`src/rtl/tmr_pkg.sv`:
```
package tmr_pkg;
  localparam int CNT_W   = 32;
  localparam int PRE_W   = 8;
  localparam int ADDR_W  = 3;
  localparam int EN_BIT  = 0;
  localparam int AR_BIT  = 1;
  localparam int PRE_LSB = 8;

  typedef enum logic [1:0] {
    IDX_LOAD = 2'd0,
    IDX_CNT  = 2'd1,
    IDX_CTRL = 2'd2,
    IDX_STAT = 2'd3
  } reg_idx_e;

  typedef struct packed {
    logic [PRE_W-1:0] div;
    logic             ar;
    logic             en;
  } ctrl_t;
endpackage

```
`src/rtl/tmr_presc.sv`:
```
module tmr_presc #(
  parameter int PRE_W = 8
) (
  input  logic             clk_i,
  input  logic             rst_ni,
  input  logic             run_i,
  input  logic             hold_i,
  input  logic             clr_i,
  input  logic [PRE_W-1:0] div_i,
  output logic             tick_o
);
  logic [PRE_W-1:0] pre_q;

  assign tick_o = run_i && !hold_i && (pre_q == div_i);

  always_ff @(posedge clk_i or negedge rst_ni) begin
    if (!rst_ni)             pre_q <= '0;
    else if (clr_i)          pre_q <= '0;
    else if (hold_i)         pre_q <= pre_q;
    else if (tick_o)         pre_q <= '0;
    else if (run_i)          pre_q <= pre_q + 1'b1;
  end

  AST_PRE_BOUND: assert property (@(posedge clk_i) disable iff (!rst_ni)
    $past(clr_i) |-> pre_q == '0);

  AST_PRE_HOLD: assert property (@(posedge clk_i) disable iff (!rst_ni)
    ($past(hold_i) && !$past(clr_i)) |-> $stable(pre_q));
endmodule

```
`src/rtl/tmr_cnt.sv`:
```
module tmr_cnt #(
  parameter int CNT_W = 32
) (
  input  logic             clk_i,
  input  logic             rst_ni,
  input  logic             tick_i,
  input  logic             set_i,
  input  logic [CNT_W-1:0] set_val_i,
  input  logic             ar_i,
  input  logic [CNT_W-1:0] reload_i,
  output logic [CNT_W-1:0] cnt_o,
  output logic             expire_o
);
  logic [CNT_W-1:0] cnt_q;

  // expiry only from a count of one; zero never ticks
  assign expire_o = tick_i && (cnt_q == CNT_W'(1));
  assign cnt_o    = cnt_q;

  always_ff @(posedge clk_i or negedge rst_ni) begin
    if (!rst_ni)          cnt_q <= '0;
    else if (set_i)       cnt_q <= set_val_i;
    else if (expire_o)    cnt_q <= ar_i ? reload_i : '0;
    else if (tick_i)      cnt_q <= cnt_q - 1'b1;
  end

  AST_DEC_STEP: assert property (@(posedge clk_i) disable iff (!rst_ni)
    (tick_i && !set_i && cnt_q > CNT_W'(1)) |=> cnt_q == $past(cnt_q) - 1'b1);

  AST_ONESHOT_STOP: assert property (@(posedge clk_i) disable iff (!rst_ni)
    (expire_o && !set_i && !ar_i) |=> cnt_q == '0);

  AST_ZERO_NO_EXP: assert property (@(posedge clk_i) disable iff (!rst_ni)
    (cnt_q == '0) |-> !expire_o);
endmodule

```
`src/rtl/core_tmr.sv`:
```
module core_tmr
  import tmr_pkg::*;
(
  input  logic              clk_i,
  input  logic              rst_ni,
  input  logic              wr_en_i,
  input  logic [ADDR_W-1:0] addr_i,
  input  logic [CNT_W-1:0]  wdata_i,
  output logic [CNT_W-1:0]  rdata_o,
  output logic              irq_o
);
  localparam int NREG = 4;

  logic [CNT_W-1:0] load_q;
  ctrl_t            ctrl_q;
  logic             stat_q;
  logic             irq_q;

  logic             mapped;
  logic [NREG-1:0]  wsel;
  logic             any_wr, clr_pre, en_rise;
  logic             cnt_set;
  logic [CNT_W-1:0] cnt_set_val;
  logic [CNT_W-1:0] cnt;
  logic             tick, expire;
  ctrl_t            ctrl_wd;

  assign mapped = (addr_i < ADDR_W'(NREG));

  for (genvar g = 0; g < NREG; g++) begin : g_wsel
    assign wsel[g] = wr_en_i && mapped && (addr_i[1:0] == 2'(g));
  end

  assign ctrl_wd = '{div: wdata_i[PRE_LSB +: PRE_W], ar: wdata_i[AR_BIT], en: wdata_i[EN_BIT]};
  assign any_wr  = |wsel;
  assign clr_pre = wsel[IDX_LOAD] | wsel[IDX_CNT] | wsel[IDX_CTRL];
  assign en_rise = wsel[IDX_CTRL] && !ctrl_q.en && ctrl_wd.en;

  always_comb begin
    cnt_set     = 1'b0;
    cnt_set_val = wdata_i;
    if (wsel[IDX_LOAD] || wsel[IDX_CNT]) begin
      cnt_set = 1'b1;
    end else if (en_rise && ctrl_wd.ar && cnt == '0) begin
      cnt_set     = 1'b1;
      cnt_set_val = load_q;
    end
  end

  tmr_presc #(.PRE_W(PRE_W)) u_presc (
    .clk_i  (clk_i),
    .rst_ni (rst_ni),
    .run_i  (ctrl_q.en && cnt != '0),
    .hold_i (any_wr),
    .clr_i  (clr_pre),
    .div_i  (ctrl_q.div),
    .tick_o (tick)
  );

  tmr_cnt #(.CNT_W(CNT_W)) u_cnt (
    .clk_i     (clk_i),
    .rst_ni    (rst_ni),
    .tick_i    (tick),
    .set_i     (cnt_set),
    .set_val_i (cnt_set_val),
    .ar_i      (ctrl_q.ar),
    .reload_i  (load_q),
    .cnt_o     (cnt),
    .expire_o  (expire)
  );

  always_ff @(posedge clk_i or negedge rst_ni) begin
    if (!rst_ni) begin
      load_q <= '0;
      ctrl_q <= '0;
      stat_q <= 1'b0;
      irq_q  <= 1'b0;
    end else begin
      if (wsel[IDX_LOAD]) load_q <= wdata_i;
      if (wsel[IDX_CTRL]) ctrl_q <= ctrl_wd;
      if (expire)                                stat_q <= 1'b1;
      else if (wsel[IDX_STAT] && wdata_i[0])     stat_q <= 1'b0;
      irq_q <= expire && !stat_q;
    end
  end

  assign irq_o = irq_q;

  always_comb begin
    rdata_o = '0;
    if (mapped) begin
      unique case (reg_idx_e'(addr_i[1:0]))
        IDX_LOAD: rdata_o = load_q;
        IDX_CNT:  rdata_o = ctrl_q.en ? cnt : '0;
        IDX_CTRL: begin
          rdata_o[EN_BIT]              = ctrl_q.en;
          rdata_o[AR_BIT]              = ctrl_q.ar;
          rdata_o[PRE_LSB +: PRE_W]    = ctrl_q.div;
        end
        IDX_STAT: rdata_o[0] = stat_q;
        default:  rdata_o = '0;
      endcase
    end
  end

  AST_IRQ_ONE_CYCLE: assert property (@(posedge clk_i) disable iff (!rst_ni)
    irq_o |=> !irq_o);

  AST_IRQ_ON_RISE: assert property (@(posedge clk_i) disable iff (!rst_ni)
    irq_o |-> (stat_q && !$past(stat_q)));

  AST_STAT_RISE_IRQ: assert property (@(posedge clk_i) disable iff (!rst_ni)
    $rose(stat_q) |-> irq_o);

  AST_W1C: assert property (@(posedge clk_i) disable iff (!rst_ni)
    (wsel[IDX_STAT] && wdata_i[0] && !expire) |=> !stat_q);
endmodule

```
`config.mk`:
```
export PLATFORM = sky130hd
export DESIGN_NAME = core_tmr
export DESIGN_NICKNAME = d
export VERILOG_FILES = /design/src/rtl/tmr_pkg.sv /design/src/rtl/tmr_presc.sv /design/src/rtl/tmr_cnt.sv /design/src/rtl/core_tmr.sv
export SDC_FILE = /design/constraint.sdc
export NUM_CORES = 1
export LEC_CHECK = 0
export BUFFER_PORTS_ARGS = -buffer_cell sky130_fd_sc_hd__buf_2
export CORE_ASPECT_RATIO = 0.9
export CORE_MARGIN = 2
export CORE_UTILIZATION = 40
export CTS_CLUSTER_DIAMETER = 200
export DETAILED_ROUTE_END_ITERATION = 8
export GPL_TIMING_DRIVEN = 1
export REMOVE_ABC_BUFFERS = 1
export SLEW_MARGIN = 15
export SYNTH_ARGS = -nofsm -noshare
export SYNTH_HDL_FRONTEND = slang
export SYNTH_SLANG_ARGS = --single-unit
export TNS_END_PERCENT = 10
```
`constraint.sdc`:
```
create_clock -name clk_i -period 7.8 [get_ports clk_i]
set_clock_uncertainty 0.1 [all_clocks]
set_input_delay 1.56 -clock clk_i [delete_from_list [all_inputs] [get_ports clk_i]]
set_output_delay 1.56 -clock clk_i [all_outputs]
set_load 0.01 [all_outputs]
```
==> impl_metrics.toml, run 1 <==
[power_and_ir_drop]
vdd_ir_drop_max_v = 0.000111
power.density_nw_per_um2 = 252
leakage_nw = 2.59
finalPower_mw = 1.56

[run]
max_cap_viol_count = 0

[global_route]
grt_pass1_wl_um = 26600
overflow = 0
grt_pass1_vias = 4842
grt_usage = 0.234
grt_max_degree = 85
antenna_found_initial = 0

[timing]
worst_pin_slew_ps = 996
min_period_ps = 5050
max-slew-margin-rel = 0.331
setup_tns_ps = 0
finalSetupViolations = 0
finalHoldViolCount = 0
finalCritPeriodShare = 0.648
holdWs_ps = 367
drv_slew = 0
rsz0062_at_grt = "false"
fmax_ghz = 0.198

[clock_tree]
clock_path_buffers = 2
cts_tree = "done"
cts-htree-levels = 3
ctsRootBufferMaster = "clkbuf_16"
cts_setup_buffers = 0
worstSkewPairLatency_ps = 350
cts_buffers = 9
post_cts_resized = 0
cts_hold_repair.buffers = 0
clk_pin_slew_ps = 60
cts_num_sinks = 84

[logic_synthesis]
yosys_register_bits = 84
ys_async_sr_fraction = 1.00
yosys_warnings = 0
synth_edf_count = 0
syn_avg_cell_area_sq_um = 8.97
syn_area_sq_um = 5430
synth_cells = 605
ys_types = 64
yosys.area.top_type = "dfrtp_1"
yosysTopAreaCellShare = 0.387
synth_ff_type = "dfrtp_1"
synthTopCellsByArea = "dfrtp_1 39%, mux2_2 8.5%, nor2_1 5.5%, a22oi_1 4.8%, a21oi_1 4.5%"
yosysSeqAreaShare = 0.387

[die]
core.rowCount = 40
dieArea_sq_um = 14500
initial_core_util = 0.408
chipHeight_um = 114
die_w_um = 127
pin_count = 71
coreArea_sq_um = 13300

[cells_and_area]
final_area_sq_um = 6170
antenna_cells = 0
stdcell_count = 818
nFillCells = 1329
finish.net_count = 690
drive_above_1_share = 0.229
area_growth_pct = 13.7

[route]
drtIter0Drc = 420
dr_wl_met3_um = 863
wl_met1_um = 7610
drcViolationCount = 0
drtAntennaViolNets = 0
wl_met2_um = 7700
top_layer = "met4"
wl_per_cell_um = 19.9
drt-vias-per-instance = 6.01
first_pass_iters = 5
vias = 4916
drt-total-wl_um = 16300

[placement]
place_hpwl_um = 11100
placed_area_sq_um = 5850
port_buffers = 70
placed_cells = 805
place_congestion = 0.896

[outcome]
status = "finished clean"

[setup_path]
cp_max_fo = 27
critical_path_class = "in2out"
start_kind = "primary input"
crit_arrival_ps = 3390
cp.required_ps = 6140
cp-end-kind = "primary output"

[hold_path]
hold_class = "reg2reg"
## sequential cells by signal, summed over array words and instances, names as in the netlist
| signal | flops |
|---|---|
| ctrl_q | 10 |
| irq_o | 1 |
| load_q | 32 |
| stat_q | 1 |
| u_cnt.cnt_o | 32 |
| u_presc.pre_q | 8 |
## final timing paths
| check | cells past startpoint | endpoint | slack (ps) | from |
|---|---|---|---|---|
| worst max register to register | 7 | u_cnt.cnt_o[2]$_DFFE_PN0P_ | 3820 | u_cnt.cnt_o[4]$_DFFE_PN0P_ |
| worst min-delay path | 1 | irq_o$_DFF_PN0_ | 370 | stat_q$_DFFE_PN0P_ |
| worst min register to register | 1 | irq_o$_DFF_PN0_ | 370 | stat_q$_DFFE_PN0P_ |
| min in group asynchronous | 1 | load_q[16]$_DFFE_PN0P_ | 1130 | rst_ni |
| max in group asynchronous | 1 | u_presc.pre_q[2]$_DFFE_PN0P_ | 5840 | rst_ni |
| worst max-delay path | 5 | rdata_o[2] | 2750 | addr_i[0] |
## cells in the final DEF (no fill, tap or decap), drive strengths merged, types with 11 or more instances in the layout
cell type,n
buf,76
nor4,14
nand3,23
a21oi,49
o21ai,20
nor2,81
nand2,40
nand2b,11
nor3,16
dfrtp,84
a22oi,35
o22ai,11
clkbuf,11
xnor2,28
xor2,11
mux2,41
a31oi,13
## routing by layer
metal	track usage	up-vias
met4	0.0674	0
li1	-	2289
met1	0.327	2461
met2	0.371	155
met3	0.0463	11
met5	0	-
## final cells by class
| type | instances | area [sq um] | area share |
|---|---|---|---|
| clock buffers | 11 | 253 | 0.0410 |
| clock inverters | 2 | 60.1 | 0.00974 |
| inverters | 5 | 18.8 | 0.00304 |
| multi-input cells | 472 | 3120 | 0.506 |
| flip-flops and latches | 84 | 2100 | 0.341 |
| well taps | 168 | 210 | 0.0341 |
| repair buffers | 76 | 402 | 0.0651 |
## per-stage QoR
stage / setup WS [ps] / utilization
2_1_floorplan: 2980 / -
3_3_place_gp: 2840 / 0.439
3_5_place_dp: 2760 / 0.439
4_1_cts: 2730 / 0.463
5_1_grt: 2560 / 0.463
6_report: 2750 / 0.463
## cells in the mapped netlist (6+ instances only)
cell       n
o21ai_0   15
or4_1      6
clkbuf_1  30
a21oi_1   49
nand4_1    6
xnor2_1   28
o22ai_1   11
a31oi_1   13
nand2b_1  11
nand3_1   22
dfrtp_1   84
nand2_1   38
xor2_1    11
nor4_1    11
a22oi_1   35
buf_2      7
mux2_2    41
nor3_1    15
mux2i_1    7
nor2_1    79
## critical path: stages
cell and delay, ps:
buf_2 370, and3b_1 890, a22oi_1 240, nor2_1 170, buf_2 160
## power breakdown
group | switching [mW] | internal, mW | total [mW]
combinational | 0.196 | 0.197 | 0.392
clock | 0.166 | 0.292 | 0.458
sequential | 0.167 | 0.539 | 0.706
## cells by family (layout without fill, tap and decap cells)
logic type,Yosys count,in the layout,share of synthesized area
mux,48,48,0.0980
xor+xnor,39,39,0.0630
flops,84,84,0.387
buf+inv,49,94,0.0397
fa+ha+maj,4,4,0.00923
simple gates,225,225,0.220
compound gates,156,156,0.183
Note: power is estimated with default switching activity, not from simulation.
==> run 2: changes to the inputs <==
Clock period 7.8 ns to 4.05 ns, I/O delays scaled along.
==> run 2 against run 1 <==
Effect of this change:
- die area is the same
- critical path type is now reg2reg
- hold slack gained 8.0 ps
- via count grew 0.96%
- register-to-register slack lost 3300 ps
- routed wire length grew 1.8%
- global-route usage grew 0.67 points
- final area grew 0.53%
- clock-buffer cell count grew 2
- combinational power grew 97%
- first-iteration DRC count grew 16%
==> impl_metrics.toml, run 2 (same netlist as run 1, synthesis figures left out) <==
[outcome]
status = "finished clean"

[global_route]
grt_max_degree = 85
grt_pass1_wl_um = 27000
grt_pass1_vias = 4853
grt_usage = 0.241
antenna_found_initial = 0
overflow = 0

[setup_path]
start_kind = "register"
r2r-end = "u_cnt.cnt_o[3]$_DFFE_PN0P_"
critical_path_class = "reg2reg"
cp_max_fo = 12
r2r_cells = 7
cp-startpoint = "u_cnt.cnt_o[18]$_DFFE_PN0P_"
crit_arrival_ps = 3690
r2r_setup_slack_ps = 520
r2r_start = "u_cnt.cnt_o[18]$_DFFE_PN0P_"
endpoint = "u_cnt.cnt_o[3]$_DFFE_PN0P_"
cp.required_ps = 4220
cp-end-kind = "register"

[hold_path]
hold_class = "reg2reg"

[route]
wl_per_cell_um = 20.0
drtIter0Drc = 487
drtAntennaViolNets = 0
drt-vias-per-instance = 5.98
drcViolationCount = 0
first_pass_iters = 6
drt-total-wl_um = 16600
vias = 4963

[placement]
placed_cells = 815
place_hpwl_um = 11700
place_congestion = 0.917
port_buffers = 70

[cells_and_area]
nFillCells = 1319
drive_above_1_share = 0.240
area_growth_pct = 14.3
multi_input_area_sq_um = 3120
antenna_cells = 0
final_common_cell = "dfrtp_1"
stdcell_count = 830
regArea_sq_um = 2100
layout_common_cells = "84 x dfrtp_1, 78 x nor2_1, 69 x buf_2"
finish.net_count = 700

[clock_tree]
cts_hold_repair.buffers = 0
cts_tree = "done"
ctsRootBufferMaster = "clkbuf_16"
cts_num_sinks = 84
worstSkewPairLatency_ps = 350
cts-htree-levels = 3
clk_pin_slew_ps = 60
cts_setup_buffers = 0
clock_path_buffers = 2
post_cts_resized = 0
cts_buffers = 9

[timing]
worst_pin_slew_ps = 863
drv_slew = 0
fmax_ghz = 0.283
setup_tns_ps = 0
finalHoldViolCount = 0
rsz0062_at_grt = "false"
finalSetupViolations = 0
max-slew-margin-rel = 0.425
finalCritPeriodShare = 0.871
min_period_ps = 3530

[power_and_ir_drop]
leakage_nw = 2.62
finalPower_mw = 2.91
vdd_ir_drop_max_v = 0.000260
power.density_nw_per_um2 = 470

[run]
max_cap_viol_count = 0

[die]
dieArea_sq_um = 14500
chipHeight_um = 114
core.rowCount = 40
coreArea_sq_um = 13300
pin_count = 71
die_w_um = 127
initial_core_util = 0.408
## run 2: changes by cell type in the layout (fill, tap and decap cells not counted), sizes merged
cell	change
bufinv	-2
clkinv	+2
buf	+10
clkbuf	+2
## run 2: where the power goes
group          total [mW]  switching (mW)  leakage (nW)  internal [mW]
logic               0.771           0.385          1.46          0.386
registers            1.36           0.327          1.02           1.04
clock network       0.779           0.335         0.135          0.444
total                2.91            1.05          2.62           1.87
## run 2: cell type report
| type | count | share of cell area |
|---|---|---|
| Inverter | 5 | 0.00303 |
| Clock buffer | 13 | 0.0420 |
| Multi-Input combinational cell | 472 | 0.504 |
| Timing Repair Buffer | 86 | 0.0769 |
| Clock inverter | 2 | 0.00161 |
| Sequential cell | 84 | 0.339 |
| Tap cell | 168 | 0.0339 |
## run 2: stage by stage
step	hold slack (ps)	worst slack (ps)	utilization	cell area [sq um]
3_5_place_dp	360	517	0.445	5930
2_1_floorplan	319	-18.3	-	5230
3_3_place_gp	363	700	0.445	5930
4_1_cts	379	543	0.465	6200
5_1_grt	400	302	0.466	6200
6_report	375	522	0.466	6200
## run 2: worst min-delay path by stage
stage	startpoint	end	slack (ps)	cells past startpoint
after floorplan	stat_q$_DFFE_PN0P_	irq_o$_DFF_PN0_	320	1
after global placement	stat_q$_DFFE_PN0P_	irq_o$_DFF_PN0_	360	1
after detailed placement	stat_q$_DFFE_PN0P_	irq_o$_DFF_PN0_	360	1
after CTS	stat_q$_DFFE_PN0P_	irq_o$_DFF_PN0_	380	1
after global routing	stat_q$_DFFE_PN0P_	irq_o$_DFF_PN0_	400	1
final	stat_q$_DFFE_PN0P_	irq_o$_DFF_PN0_	380	1
## run 2: layer usage
| metal | global-route usage | wire length (um) | vias to the layer above |
|---|---|---|---|
| li1 | - | - | 2319 |
| met1 | 0.343 | 7750 | 2426 |
| met2 | 0.360 | 7460 | 193 |
| met3 | 0.0570 | 1080 | 25 |
| met4 | 0.0813 | 299 | 0 |
| met5 | 0 | 0 | - |
## run 2: critical path, cell delays in order, from the launching register on
cell	delay [ps]
dfrtp_1	430
or4_4	590
or4_1	720
nor3_4	390
nand3_4	300
o21ai_2	540
a22oi_1	170
a21oi_1	190
